### src/rtl/ctx_pkg.sv
`timescale 1ns/1ps
package ctx_pkg;
  localparam int WORD_W      = 32;
  localparam int FRAME_WORDS = 16;
  localparam int SLOT_W      = $clog2(FRAME_WORDS);
  localparam int SEG_W       = 4;
  localparam int OFF_W       = 16;
  localparam int BYTE_SH     = 2;
  localparam int REG_IDX_W   = 5;

  typedef enum logic [1:0] {
    K_SAVE_UP  = 2'd0,
    K_SAVE_LO  = 2'd1,
    K_REST     = 2'd2,
    K_REST_EXC = 2'd3
  } req_kind_e;

  typedef enum logic [2:0] {
    S_IDLE,
    S_GRAB,
    S_SPILL,
    S_FILL,
    S_COMMIT,
    S_RELEASE
  } eng_state_e;
endpackage

### src/rtl/ctx_frame_addr.sv
`timescale 1ns/1ps
module ctx_frame_addr
  import ctx_pkg::*;
(
  input  logic [SEG_W+OFF_W-1:0] ptr_i,
  input  logic [SLOT_W-1:0]      slot_i,
  output logic [WORD_W-1:0]      addr_o
);
  localparam int GAP_W = WORD_W - SEG_W - OFF_W - SLOT_W - BYTE_SH;

  // segment to the top nibble, offset scaled to 64-byte frames
  assign addr_o = {ptr_i[SEG_W+OFF_W-1:OFF_W], {GAP_W{1'b0}},
                   ptr_i[OFF_W-1:0], slot_i, {BYTE_SH{1'b0}}};
endmodule

### src/rtl/ctx_slot_map.sv
`timescale 1ns/1ps
module ctx_slot_map
  import ctx_pkg::*;
(
  input  logic                 upper_i,
  input  logic [SLOT_W-1:0]    slot_i,
  output logic [REG_IDX_W-1:0] idx_o
);
  localparam logic [REG_IDX_W-1:0] IDX_A11 = REG_IDX_W'(27);

  logic [1:0]           grp;
  logic [1:0]           lane;
  logic [REG_IDX_W-1:0] base;

  always_comb begin
    grp  = slot_i[SLOT_W-1:SLOT_W-2];
    lane = slot_i[1:0];
    unique case (grp)
      2'd0:    base = upper_i ? REG_IDX_W'(24) : REG_IDX_W'(16);
      2'd1:    base = upper_i ? REG_IDX_W'(8)  : REG_IDX_W'(0);
      2'd2:    base = upper_i ? REG_IDX_W'(28) : REG_IDX_W'(20);
      default: base = upper_i ? REG_IDX_W'(12) : REG_IDX_W'(4);
    endcase
    idx_o = base + {{(REG_IDX_W-2){1'b0}}, lane};
    if (!upper_i && slot_i == SLOT_W'(1)) idx_o = IDX_A11;
  end
endmodule

### src/rtl/ctx_frame_buf.sv
`timescale 1ns/1ps
module ctx_frame_buf
  import ctx_pkg::*;
(
  input  logic              clk,
  input  logic              we_i,
  input  logic [SLOT_W-1:0] wsel_i,
  input  logic [WORD_W-1:0] wdata_i,
  input  logic [SLOT_W-1:0] rsel_i,
  output logic [WORD_W-1:0] rdata_o,
  output logic [WORD_W-1:0] head_o
);
  logic [WORD_W-1:0] words [FRAME_WORDS];

  for (genvar i = 0; i < FRAME_WORDS; i++) begin : g_word
    logic [WORD_W-1:0] q;
    always_ff @(posedge clk) begin
      if (we_i && wsel_i == SLOT_W'(i)) q <= wdata_i;
    end
    assign words[i] = q;
  end

  assign rdata_o = words[rsel_i];
  assign head_o  = words[0];
endmodule

### src/rtl/ctx_spill_engine.sv
`timescale 1ns/1ps
module ctx_spill_engine
  import ctx_pkg::*;
#(
  parameter logic [31:0] FREE_INIT = 32'h0000_0000,
  parameter logic [31:0] LINK_INIT = 32'h0000_0000,
  parameter int          PRIO_W    = 8
) (
  input  logic                 clk,
  input  logic                 rst_n,
  input  logic                 req_valid_i,
  input  logic [1:0]           req_kind_i,
  input  logic [PRIO_W-1:0]    cur_prio_i,
  output logic                 busy_o,
  output logic                 done_o,
  output logic                 fault_o,
  output logic [WORD_W-1:0]    free_ptr_o,
  output logic [WORD_W-1:0]    link_ptr_o,
  output logic [REG_IDX_W-1:0] rf_raddr_o,
  input  logic [WORD_W-1:0]    rf_rdata_i,
  output logic                 rf_we_o,
  output logic [REG_IDX_W-1:0] rf_waddr_o,
  output logic [WORD_W-1:0]    rf_wdata_o,
  input  logic [WORD_W-1:0]    stat_i,
  output logic                 stat_we_o,
  output logic [WORD_W-1:0]    stat_wdata_o,
  output logic                 mem_valid_o,
  output logic                 mem_we_o,
  output logic [WORD_W-1:0]    mem_addr_o,
  output logic [WORD_W-1:0]    mem_wdata_o,
  input  logic                 mem_ready_i,
  input  logic [WORD_W-1:0]    mem_rdata_i
);
  localparam int LOW_W    = SEG_W + OFF_W;
  localparam int PRIO_LSB = WORD_W - PRIO_W;
  localparam logic [SLOT_W-1:0] LAST_SLOT = SLOT_W'(FRAME_WORDS - 1);
  localparam logic [SLOT_W-1:0] STAT_SLOT = SLOT_W'(1);

  eng_state_e        state_q, state_d;
  logic [SLOT_W-1:0] slot_q, slot_d;
  logic              upper_q, upper_d;
  logic [WORD_W-1:0] nxt_q, nxt_d;
  logic [WORD_W-1:0] free_q, free_d;
  logic [WORD_W-1:0] link_q, link_d;
  logic              done_q, done_d;
  logic              fault_q, fault_d;

  logic                 use_free;
  logic [LOW_W-1:0]     frame_ptr;
  logic [REG_IDX_W-1:0] map_idx;
  logic                 buf_we;
  logic [WORD_W-1:0]    buf_rd;
  logic [WORD_W-1:0]    buf_head;
  logic                 acc;

  assign frame_ptr = use_free ? free_q[LOW_W-1:0] : link_q[LOW_W-1:0];
  assign acc       = mem_valid_o && mem_ready_i;

  ctx_frame_addr u_addr (
    .ptr_i  (frame_ptr),
    .slot_i (slot_q),
    .addr_o (mem_addr_o)
  );

  ctx_slot_map u_map (
    .upper_i (upper_q),
    .slot_i  (slot_q),
    .idx_o   (map_idx)
  );

  ctx_frame_buf u_buf (
    .clk     (clk),
    .we_i    (buf_we),
    .wsel_i  (slot_q),
    .wdata_i (mem_rdata_i),
    .rsel_i  (slot_q),
    .rdata_o (buf_rd),
    .head_o  (buf_head)
  );

  // next-state and datapath control
  always_comb begin
    state_d     = state_q;
    slot_d      = slot_q;
    upper_d     = upper_q;
    nxt_d       = nxt_q;
    free_d      = free_q;
    link_d      = link_q;
    done_d      = 1'b0;
    fault_d     = 1'b0;
    use_free    = 1'b0;
    buf_we      = 1'b0;
    mem_valid_o = 1'b0;
    mem_we_o    = 1'b0;
    mem_wdata_o = '0;
    rf_we_o     = 1'b0;
    stat_we_o   = 1'b0;
    unique case (state_q)
      S_IDLE: begin
        if (req_valid_i) begin
          slot_d = '0;
          if (!req_kind_i[1]) begin
            if (free_q[LOW_W-1:0] == '0) begin
              fault_d = 1'b1;
            end else begin
              state_d = S_GRAB;
              upper_d = (req_kind_i == K_SAVE_UP);
            end
          end else begin
            state_d = S_FILL;
            upper_d = 1'b1;
          end
        end
      end
      S_GRAB: begin
        use_free    = 1'b1;
        mem_valid_o = 1'b1;
        if (acc) begin
          nxt_d   = mem_rdata_i;
          state_d = S_SPILL;
        end
      end
      S_SPILL: begin
        use_free    = 1'b1;
        mem_valid_o = 1'b1;
        mem_we_o    = 1'b1;
        if (slot_q == '0)
          mem_wdata_o = link_q;
        else if (upper_q && slot_q == STAT_SLOT)
          mem_wdata_o = stat_i;
        else
          mem_wdata_o = rf_rdata_i;
        if (acc) begin
          if (slot_q == LAST_SLOT) begin
            state_d = S_IDLE;
            done_d  = 1'b1;
            link_d  = {cur_prio_i, link_q[PRIO_LSB-1:LOW_W], free_q[LOW_W-1:0]};
            free_d  = nxt_q;
          end else begin
            slot_d = slot_q + SLOT_W'(1);
          end
        end
      end
      S_FILL: begin
        mem_valid_o = 1'b1;
        if (acc) begin
          buf_we = 1'b1;
          if (slot_q == LAST_SLOT) begin
            state_d = S_COMMIT;
            slot_d  = STAT_SLOT;
          end else begin
            slot_d = slot_q + SLOT_W'(1);
          end
        end
      end
      S_COMMIT: begin
        if (slot_q == STAT_SLOT) stat_we_o = 1'b1;
        else                     rf_we_o   = 1'b1;
        if (slot_q == LAST_SLOT) begin
          state_d = S_RELEASE;
          slot_d  = '0;
        end else begin
          slot_d = slot_q + SLOT_W'(1);
        end
      end
      S_RELEASE: begin
        mem_valid_o = 1'b1;
        mem_we_o    = 1'b1;
        mem_wdata_o = free_q;
        if (acc) begin
          state_d = S_IDLE;
          done_d  = 1'b1;
          free_d  = {free_q[WORD_W-1:LOW_W], link_q[LOW_W-1:0]};
          link_d  = buf_head;
        end
      end
      default: state_d = S_IDLE;
    endcase
  end

  // state registers
  always_ff @(posedge clk or negedge rst_n) begin
    if (!rst_n) begin
      state_q <= S_IDLE;
      slot_q  <= '0;
      upper_q <= 1'b0;
      nxt_q   <= '0;
      free_q  <= FREE_INIT;
      link_q  <= LINK_INIT;
      done_q  <= 1'b0;
      fault_q <= 1'b0;
    end else begin
      state_q <= state_d;
      slot_q  <= slot_d;
      upper_q <= upper_d;
      nxt_q   <= nxt_d;
      free_q  <= free_d;
      link_q  <= link_d;
      done_q  <= done_d;
      fault_q <= fault_d;
    end
  end

  assign busy_o       = (state_q != S_IDLE);
  assign done_o       = done_q;
  assign fault_o      = fault_q;
  assign free_ptr_o   = free_q;
  assign link_ptr_o   = link_q;
  assign rf_raddr_o   = map_idx;
  assign rf_waddr_o   = map_idx;
  assign rf_wdata_o   = buf_rd;
  assign stat_wdata_o = buf_rd;
endmodule

### config.mk
export PLATFORM = sky130hd
export DESIGN_NAME = ctx_spill_engine
export DESIGN_NICKNAME = d
export VERILOG_FILES = /design/src/rtl/ctx_pkg.sv /design/src/rtl/ctx_frame_addr.sv /design/src/rtl/ctx_slot_map.sv /design/src/rtl/ctx_frame_buf.sv /design/src/rtl/ctx_spill_engine.sv
export SDC_FILE = /design/constraint.sdc
export NUM_CORES = 1
export LEC_CHECK = 0
export ABC_AREA = 1
export BUFFER_PORTS_ARGS = -buffer_cell sky130_fd_sc_hd__buf_2
export CAP_MARGIN = 20
export CORE_MARGIN = 2
export CORE_UTILIZATION = 55
export CTS_BUF_LIST = sky130_fd_sc_hd__clkbuf_4 sky130_fd_sc_hd__clkbuf_8
export DETAILED_ROUTE_END_ITERATION = 12
export PLACE_DENSITY_LB_ADDON = 0.05
export RECOVER_POWER = 25
export SYNTH_ARGS = -nofsm -noshare
export SYNTH_HDL_FRONTEND = slang
export SYNTH_SLANG_ARGS = --single-unit
### constraint.sdc
create_clock -name clk -period 3.8 [get_ports clk]
set_input_delay 0.38 -clock clk [delete_from_list [all_inputs] [get_ports clk]]
set_output_delay 0.38 -clock clk [all_outputs]
set_load 0.02 [all_outputs]
# After elaboration in Yosys (flattened, before gate mapping)
# Cells that the tools add are included.
# word_totals
ff_bits	618
input_bits	110
wordCells	160
# op_classes
add_sub_neg	2
order_cmp	1
eq_ne	33
n_mux	57
bitwise_logic	3
reduce_logical	38
# op_table
operator	count
$mux 32	9
$pmux 32 s2	3
$bmux 32 s4	1
$mux 20	2
$mux 4	10
$eq 4x4->1 const B	8
$mux 3	10
$logic_not 20->1	1
$ne 2x2->1 const B	10
$logic_and 1x1->1	19
$pmux 3 s6	1
$mux 1	17
$eq 4x3->1 const B	4
$pmux 4 s4	1
$pmux 5 s3	1
$reduce_and 9->1	1
$eq 4x2->1 const B	2
$reduce_and 4->1	2
$eq 3x2->1 const B	2
$eq 3x3->1 const B	2
$reduce_and 3->1	2
$add 5x2->5	1
$ge 5x5->1 const B	1
$mux 5	1
other kinds (20)	23

# Longest topological paths before layout
# Gate-level depths: netlist (run 1).
# depth
ltp_word	7
depth_mapped	13

# Cells and area by module
# Synthesis (run 1) repeated with hierarchy kept, for this count alone.
# hier_totals
cells_unflattened	3060
area_unflattened_um2	28810.1
# by_module_without_submodules
module	n_inst	cells_per_inst	area_each_um2	seq_area_each_um2
ctx_frame_buf	1	2090	22096.2	15374.7
ctx_spill_engine	1	925	6421.2	2652.5
ctx_frame_addr	1	33	244.0	0.0
ctx_slot_map	1	12	48.8	0.0

# Least setup slack after synthesis (run 1)
# Ideal clock, no wire load.
# synth_timing
path_type	flip-flop to flip-flop
from	register slot_q[1]
to	register u_buf.g_word[12].q[0], enable pin
setup_time_ns	0.421
arrival_time_ns	3.466
slack_ns	-0.087
path_stages_with_launch	10
n_path_buf	5
synth_period_minus_slack_ns	3.887
path_cell_list	dfrtp_1 buf_2 inv_2 buf_2 clkbuf_1 ha_1 clkbuf_1 clkbuf_1 nand2_1 nor2_1
# synth_between
elab_chain_len	2
# synth_lines
item	line_no	text
from (decl)	ctx_spill_engine.sv:40	logic [SLOT_W-1:0] slot_q, slot_d;
from (signal assigned)	ctx_spill_engine.sv:194	slot_q <= slot_d;
$eq 4x4->1	ctx_frame_buf.sv:18	if (we_i && wsel_i == SLOT_W'(i)) q <= wdata_i;
$logic_and 1x1->1	ctx_frame_buf.sv:18	
to (signal assigned)	ctx_frame_buf.sv:18	
to (decl)	ctx_frame_buf.sv:16	logic [WORD_W-1:0] q;
# Every way passes these cells.
# A chain may end at the register's enable or synchronous reset.

# Final worst setup path (run 1)
# layout_timing
from	register slot_q[3]
to	output port mem_wdata_o[20]
# layout_between
elab_chain_len	5
# layout_lines
item	line_no	text
$eq 4x1->1	ctx_spill_engine.sv:129	else if (upper_q && slot_q == STAT_SLOT)
$logic_and 1x1->1	ctx_spill_engine.sv:129	
$mux 32	ctx_spill_engine.sv:129	
$mux 32 (*)	ctx_spill_engine.sv:127	if (slot_q == '0)
$pmux 32 s2 (*)	ctx_spill_engine.sv:98	unique case (state_q)
to (decl)	ctx_spill_engine.sv:30	output logic [WORD_W-1:0] mem_wdata_o,
# Mark *: on every way between the ends. The rest lies on a longest branch, timed or not.

==> out/metrics.csv, run 1 <==
stage,metric,value,unit
clock_tree,cts_tree,yes,
timing,finalHoldViolations,0,
power,switching_share,0.396,
clock_tree,cts_buffer_depth,3,
yosys,yosys_warnings,0,
die,core-area,47800,µm²
power,internal-power,13.3,mW
placement,dp_slack,600,ps
worst_hold_path,hold_class,in -> reg,
cells_and_area,seq_area,18000,µm²
timing,rsz0062_at_grt,no,
yosys,ys_ff_latch,618,
die,dieArea,50400,µm²
cells_and_area,n_fill_cell,3888,
worst_setup_path,crit_arrival,3210,ps
global_routing,grt_max_degree,174,
worst_setup_path,cp-start-kind,register,
timing,fmax,0.279,GHz
yosys,ys_seq_area_frac,0.674,
placement,placed_cell_area,28500,µm²
yosys,syn_avg_cell_area,10.5,µm²
power,p_switching,8.74,mW
power,p_seq_frac,0.380,
placement,hpwl,43700,µm
timing,setup_viol,0,
power,ir_drop,0.000455,V
yosys,syn-instance-count,2540,
drt,first_pass_iters,7,
clock_tree,cts.sinks,618,
clock_tree,cts_setup_buffers,0,
power,design_power_total,22.1,mW
yosys,synth_cell_types,29,
run_status,status,finished clean,
global_routing,grt_util_all_layers,0.296,
clock_tree,cts_buffers,98,
global_routing,antenna_found_initial,7,
cells_and_area,area_delta_synth_final,14.4,%
yosys,synth_area_leaders,"edfxtp_1 (58%), dfrtp_1 (9.9%), o21ai_0 (7.4%), nand2_1 (7.3%), nor2_1 (5.1%)",
power,clock_power_share,0.247,
clock_tree,cts.htree.levels,3,
drt,dr_total_vias,19800,
cells_and_area,post-route-util,0.639,
yosys,synth_top_area_cell,edfxtp_1,
clock_tree,insertion_delay,690,ps
worst_setup_path,critPathMaxFanout,61,
drt,ant_nets,0,
worst_setup_path,endpoint_kind,primary output,
die,io-pin-count,319,
cells_and_area,nets,2922,
placement,port_buffers,310,
clock_tree,clk_pin_slew,60,ps
placement,routabilityCongestion,0.881,
global_routing,grt_pass1_wl,112000,µm
timing,slew_viol_final,0,
power,power.share.combinational,0.373,
drt,drt_wl_total,75000,µm
power,p_per_area,723,nW/µm²
global_routing,grt.overflow.total,0,
cells_and_area,postLayoutCellArea,30600,µm²
drt,drc_errors,0,
yosys,netlist.area_leader.share,0.575,
timing,fin_worst_skew,21.6,ps
timing,whs,54.8,ps
drt,drt-initial-drc-count,2228,
die,fp.dieH,224,µm
power,p_leak,12.2,nW
worst_setup_path,path_class,reg -> out,
timing,period_needed,3590,ps
drt,vias_per_cell,5.65,
timing,fin_ws,210,ps
die,fp.dieW,224,µm
timing,finalCritPeriodShare,0.945,
drt,wire_per_inst,21.4,µm
timing,maxSlewHeadroom,0.381,
yosys,syn_area,26700,µm²
clock_tree,root_buffer,clkbuf_8,
cells_and_area,multi_input_area,7240,µm²
global_routing,first_global_vias,18400,
worst_setup_path,worstPathRequired,3420,ps
die,core.rowCount,80,
cells_and_area,drive_gt1_frac,0.191,
die,initial_utilization,0.559,
timing,tightest_slew,928,ps
run,max_cap_viol_count,0,
==> cell usage in the layout, fill, tap and decap left out, types with 4 or more instances in the layout <==
| master | n |
|---|---|
| clkinv_1 | 25 |
| dfrtp_1 | 104 |
| nor2_4 | 4 |
| clkbuf_8 | 102 |
| clkbuf_1 | 26 |
| o21ai_0 | 395 |
| inv_1 | 145 |
| edfxtp_1 | 512 |
| ha_1 | 4 |
| buf_2 | 283 |
| nand2_1 | 516 |
| nor2_2 | 20 |
| o22ai_1 | 65 |
| mux2_2 | 29 |
| clkinv_2 | 8 |
| clkbuf_4 | 37 |
| buf_4 | 36 |
| nand3_1 | 149 |
| nor2_1 | 343 |
| conb_1 | 8 |
| or2_2 | 4 |
| buf_12 | 5 |
| diode_2 | 6 |
| o21ai_1 | 31 |
==> power by group through the flow <==
| stage | clock network [mW] | logic, mW | registers [mW] |
|---|---|---|---|
| floorplan | 0 | 5.40 | 8.70 |
| global placement | 0 | 7.93 | 8.49 |
| detailed placement | 0 | 8.01 | 8.51 |
| CTS | 5.57 | 8.10 | 8.38 |
| global route | 5.85 | 9.03 | 8.45 |
| finish | 5.46 | 8.24 | 8.39 |
==> sequential cells by signal, indices dropped and copies added, names as in the netlist <==
| register | flops |
|---|---|
| upper_q | 1 |
| state_q | 3 |
| fault_o | 1 |
| done_o | 1 |
| free_ptr_o | 32 |
| u_buf.head_o | 32 |
| nxt_q | 32 |
| link_ptr_o | 32 |
| u_buf.g_word.q | 480 |
| slot_q | 4 |
==> Yosys cell counts <==
master,instances
a21oi_1,1
buf_1,15
buf_2,43
buf_4,50
buf_6,3
clkbuf_1,85
clkbuf_2,2
conb_1,1
dfrtp_1,106
edfxtp_1,512
ha_1,4
inv_1,145
inv_2,4
mux2_1,3
mux2_2,29
nand2_1,517
nand2_2,2
nand3_1,150
nand4_1,3
nor2_1,363
nor2_2,2
nor2_4,2
o211ai_1,1
o21ai_0,395
o21ai_1,31
o21ai_4,1
o22ai_1,65
or2_2,4
xnor2_1,1
==> per-layer routing <==
metal	wire, µm	share of wire	vias to the layer above	global-route usage
met5	11	0.00015	-	0
met4	2130	0.028	2	0.114
met3	6540	0.087	116	0.0546
met2	33500	0.45	920	0.443
met1	32900	0.44	9568	0.433
li1	-	-	9187	-
==> cells by family (layout without fill, tap and decap cells) <==
family                     after synthesis  count (layout)  share of synthesized area
AOI/OAI and AO/OA                      494             494                     0.0960
adders and majority gates                4               4                    0.00187
and+or+nand+nor                       1043            1043                      0.155
DFF                                    618             618                      0.674
muxes                                   32              32                     0.0135
other                                    1              14                   0.000140
buffers and inverters                  347             685                     0.0587
xor gates and xnor gates                 1               1                   0.000328
==> final timing paths <==
kind	depth (start not counted)	end	startpoint	slack (ps)
setup / recovery	8	mem_wdata_o[20]	slot_q[3]$_DFFE_PN0P_	210
hold / removal	5	link_ptr_o[26]$_DFFE_PN0P_	cur_prio_i[2]	50
setup reg to reg	5	u_buf.head_o[4]$_DFFE_PP_	slot_q[3]$_DFFE_PN0P_	1030
hold reg to reg	1	nxt_q[6]$_DFFE_PN0P_	nxt_q[6]$_DFFE_PN0P_	490
max in group asynchronous	3	link_ptr_o[17]$_DFFE_PN0P_	rst_n	2700
min in group asynchronous	2	done_o$_DFF_PN0_	rst_n	300
==> per-stage QoR <==
stage,TNS [ps],std cells
floorplan,-8350,2547
global placement,0,3316
detailed placement,0,3316
CTS,0,3497
global route,0,3504
finish,0,3506
==> critical path, stage by stage, from the launching register on <==
cell     delay [ps]
dfrtp_1         480
nor2_4          150
buf_4           660
nand2_1         210
buf_4           320
or2_2           320
nand3_1          80
o21ai_0         110
buf_2           180
==> cell type report <==
cell class,count,share of cell area
Sequential cell,618,0.590
Antenna cell,6,0.000491
Clock inverter,38,0.00667
Multi-Input combinational cell,1582,0.237
Timing Repair Buffer,359,0.0676
Tap cell,615,0.0252
Clock buffer,139,0.0550
Inverter,149,0.0185
==> timing repair <==
item,in CTS,in global routing
hold endpoints to repair,52,0
resized for setup,1,3
hold buffers,3,0
gates cloned,1,1
pin swaps,0,0
endpoints found under the setup margin,4,4
Power figures use the tool's default switching activity.
==> run 2: changes to the inputs <==
--- a/config.mk
+++ b/config.mk
@@ -8,11 +8,12 @@
 export ABC_AREA = 1
 export BUFFER_PORTS_ARGS = -buffer_cell sky130_fd_sc_hd__buf_2
 export CAP_MARGIN = 20
+export CORE_ASPECT_RATIO = 1.2
 export CORE_MARGIN = 2
 export CORE_UTILIZATION = 55
 export CTS_BUF_LIST = sky130_fd_sc_hd__clkbuf_4 sky130_fd_sc_hd__clkbuf_8
 export DETAILED_ROUTE_END_ITERATION = 12
-export PLACE_DENSITY_LB_ADDON = 0.05
+export PLACE_DENSITY = 0.79
 export RECOVER_POWER = 25
 export SYNTH_ARGS = -nofsm -noshare
 export SYNTH_HDL_FRONTEND = slang
==> run 2 against run 1 <==
Effect of this change: sequential share of layout area up 0.19 points; sequential cell count did not move; non-clock buffer count grew 1; first-iteration DRC count increased by 3.5%; clock power barely moved; combinational power decreased by 1%; design area shrank 0.32%; via count increased by 1.5%; critical path type unchanged; largest cell class unchanged.
==> out/metrics.csv, run 2 (synthesis results as in run 1) <==
stage,metric,value,unit,change
timing,fmax,0.278,GHz,-0.37%
worst_setup_path,critPathMaxStageDelay,630,ps,-30 ps
die,core-area,48000,µm²,+0.33%
drt,wire_per_inst,20.5,µm,-4.0%
worst_setup_path,cp_num_buf_inv,3,,unchanged
power,p_per_area,722,nW/µm²,-0.10%
drt,ant_nets,0,,unchanged
drt,drc_errors,0,,unchanged
global_routing,grt_max_degree,110,,-37%
drt,drt_wl_total,72100,µm,-3.9%
worst_hold_path,hold_class,in -> reg,,
cells_and_area,n_fill_cell,3602,,-7.4%
clock_tree,ctsHoldBuffers,2,,-1
run,max_cap_viol_count,0,,unchanged
worst_setup_path,path_class,reg -> out,,
run_status,status,finished clean,,
global_routing,grt_util_all_layers,0.278,,-0.0172
cells_and_area,top_register,u_buf.g_word.q,,
clock_tree,post_cts_resized,0,,-1
clock_tree,root_buffer,clkbuf_8,,
timing,rsz0062_at_grt,no,,
cells_and_area,layout_commonest_cell,nand2_1,,
global_routing,grt_pass1_wl,106000,µm,-4.7%
timing,fin_worst_skew,32.3,ps,+10.6 ps
clock_tree,cts_setup_buffers,0,,unchanged
worst_setup_path,worstPathRequired,3420,ps,about the same
timing,whs,48.4,ps,-6.38 ps
worst_setup_path,crit_chain,"buf_4, buf_4, o21ai_0, o22ai_1, nand2_1, nand3_1, buf_2",,
drt,wl_met1,28700,µm,-13%
drt,first_pass_iters,6,,-1
cells_and_area,layout_common_cells,"nand2_1 (517), edfxtp_1 (512), o21ai_0 (395)",,
power,ir_drop,0.000385,V,-15%
timing,maxSlewHeadroom,0.271,,-0.110
die,io-pin-count,319,,unchanged
clock_tree,insertion_delay,670,ps,-20 ps
die,dieArea,50400,µm²,about the same
drt,route.met3.wl,7710,µm,+18%
clock_tree,clk_pin_slew,60,ps,about the same
drt,routed.top_layer,met5,,
cells_and_area,seq_area,18000,µm²,unchanged
worst_setup_path,slowest_stage,buf_4,,
die,initial_utilization,0.557,,-0.00186
global_routing,antenna_found_initial,2,,-5
drt,vias_per_cell,5.72,,+1.4%
clock_tree,cts_buffer_depth,3,,unchanged
drt,drt-initial-drc-count,2306,,+3.5%
cells_and_area,area_delta_synth_final,14.0,%,
worst_setup_path,critPathMaxFanout,53,,-13%
worst_setup_path,critPathTopFamily,buffers and inverters,,
die,fp.dieW,205,µm,-8.6%
timing,tightest_slew,1090,ps,+166 ps
drt,dr_total_vias,20100,,+1.5%
die,fp.dieH,246,µm,+9.4%
worst_setup_path,crit_top_cell,buf_4,,
worst_setup_path,endpoint_kind,primary output,,
timing,finalCritPeriodShare,0.948,,+0.00355
cells_and_area,largest_reg_flops,480,,unchanged
timing,slew_viol_final,0,,unchanged
clock_tree,cts.htree.levels,3,,unchanged
worst_setup_path,crit_arrival,3220,ps,about the same
cells_and_area,nets,2915,,-0.24%
placement,port_buffers,310,,unchanged
power,design_power_total,22.0,mW,-0.42%
drt,route.met2.wl,33500,µm,+0.15%
global_routing,first_global_vias,18500,,+0.67%
cells_and_area,drive_gt1_frac,0.189,,-0.00121
placement,hpwl,43800,µm,+0.34%
worst_setup_path,cp-start-kind,register,,
clock_tree,cts.sinks,618,,unchanged
clock_tree,cts_tree,yes,,
timing,setup_viol,0,,unchanged
power,p_leak,12.1,nW,-0.57%
timing,period_needed,3600,ps,+13.5 ps
placement,routabilityCongestion,0.862,,-2.2%
die,core.rowCount,88,,+10%
clock_tree,cts_buffers,90,,-8.2%
cells_and_area,multi_input_area,7220,µm²,-0.17%
global_routing,grt.overflow.total,0,,unchanged
timing,finalHoldViolations,0,,unchanged
## run 2: cell types whose count changed in the layout (fill, tap and decap cells not counted), sizes merged
cell / delta
clkbuf: -10
buf: +4
clkinv: -3
diode: -3
bufinv: +2
bufbuf: -1
dlygate4sd3: -1
inv: +1
## run 2: power breakdown
part	switching (mW)	internal, mW	total [mW]
Sequential	0.500	7.90	8.40
Combinational	5.67	2.47	8.15
Clock	2.54	2.90	5.45
Total	8.72	13.3	22.0
## run 2: metal layers
metal | global-route usage | up-vias
met5 | 0 | -
met4 | 0.111 | 2
met3 | 0.0531 | 161
met2 | 0.438 | 1217
met1 | 0.385 | 9542
li1 | - | 9164
## run 2: worst paths after layout
kind                       slack [ps]                          to  cells after the start             startpoint
setup reg to reg                  980  free_ptr_o[31]$_DFFE_PN0P_                      8  slot_q[1]$_DFFE_PN0P_
min in group asynchronous         420  free_ptr_o[23]$_DFFE_PN0P_                      2                  rst_n
max in group asynchronous        2310   link_ptr_o[2]$_DFFE_PN0P_                      3                  rst_n
setup / recovery                  200               rf_wdata_o[0]                      7  slot_q[1]$_DFFE_PN0P_
hold / removal                     50  link_ptr_o[28]$_DFFE_PN0P_                      5          cur_prio_i[4]
hold reg to reg                   490        nxt_q[1]$_DFFE_PN0P_                      1   nxt_q[1]$_DFFE_PN0P_
## run 2: per-stage QoR
stage	TNS [ps]	setup slack (ps)	util	instance area (µm²)	std cells
floorplan	-8350	-87.0	-	26800	2547
global placement	0	1030	0.596	28600	3336
detailed placement	0	950	0.596	28600	3336
CTS	0	212	0.635	30500	3506
global route	0	30.9	0.635	30500	3508
finish	0	197	0.635	30500	3510
## run 2: worst register-to-register path, delay by kind of cell, from the launching register on
family	cells	cell delay, ps
buf+inv	2	580
flops	1	390
compound gates	1	160
simple gates	4	1260
fa+ha+maj	1	340
## run 2: layout make-up
| cell class | count | share of cell area |
|---|---|---|
| clock buffers | 130 | 0.0519 |
| diodes | 3 | 0.000246 |
| repair buffers | 360 | 0.0655 |
| well taps | 630 | 0.0259 |
| flip-flops and latches | 618 | 0.592 |
| multi-input cells | 1582 | 0.237 |
| clock inverters | 38 | 0.00907 |
| inverters | 149 | 0.0185 |
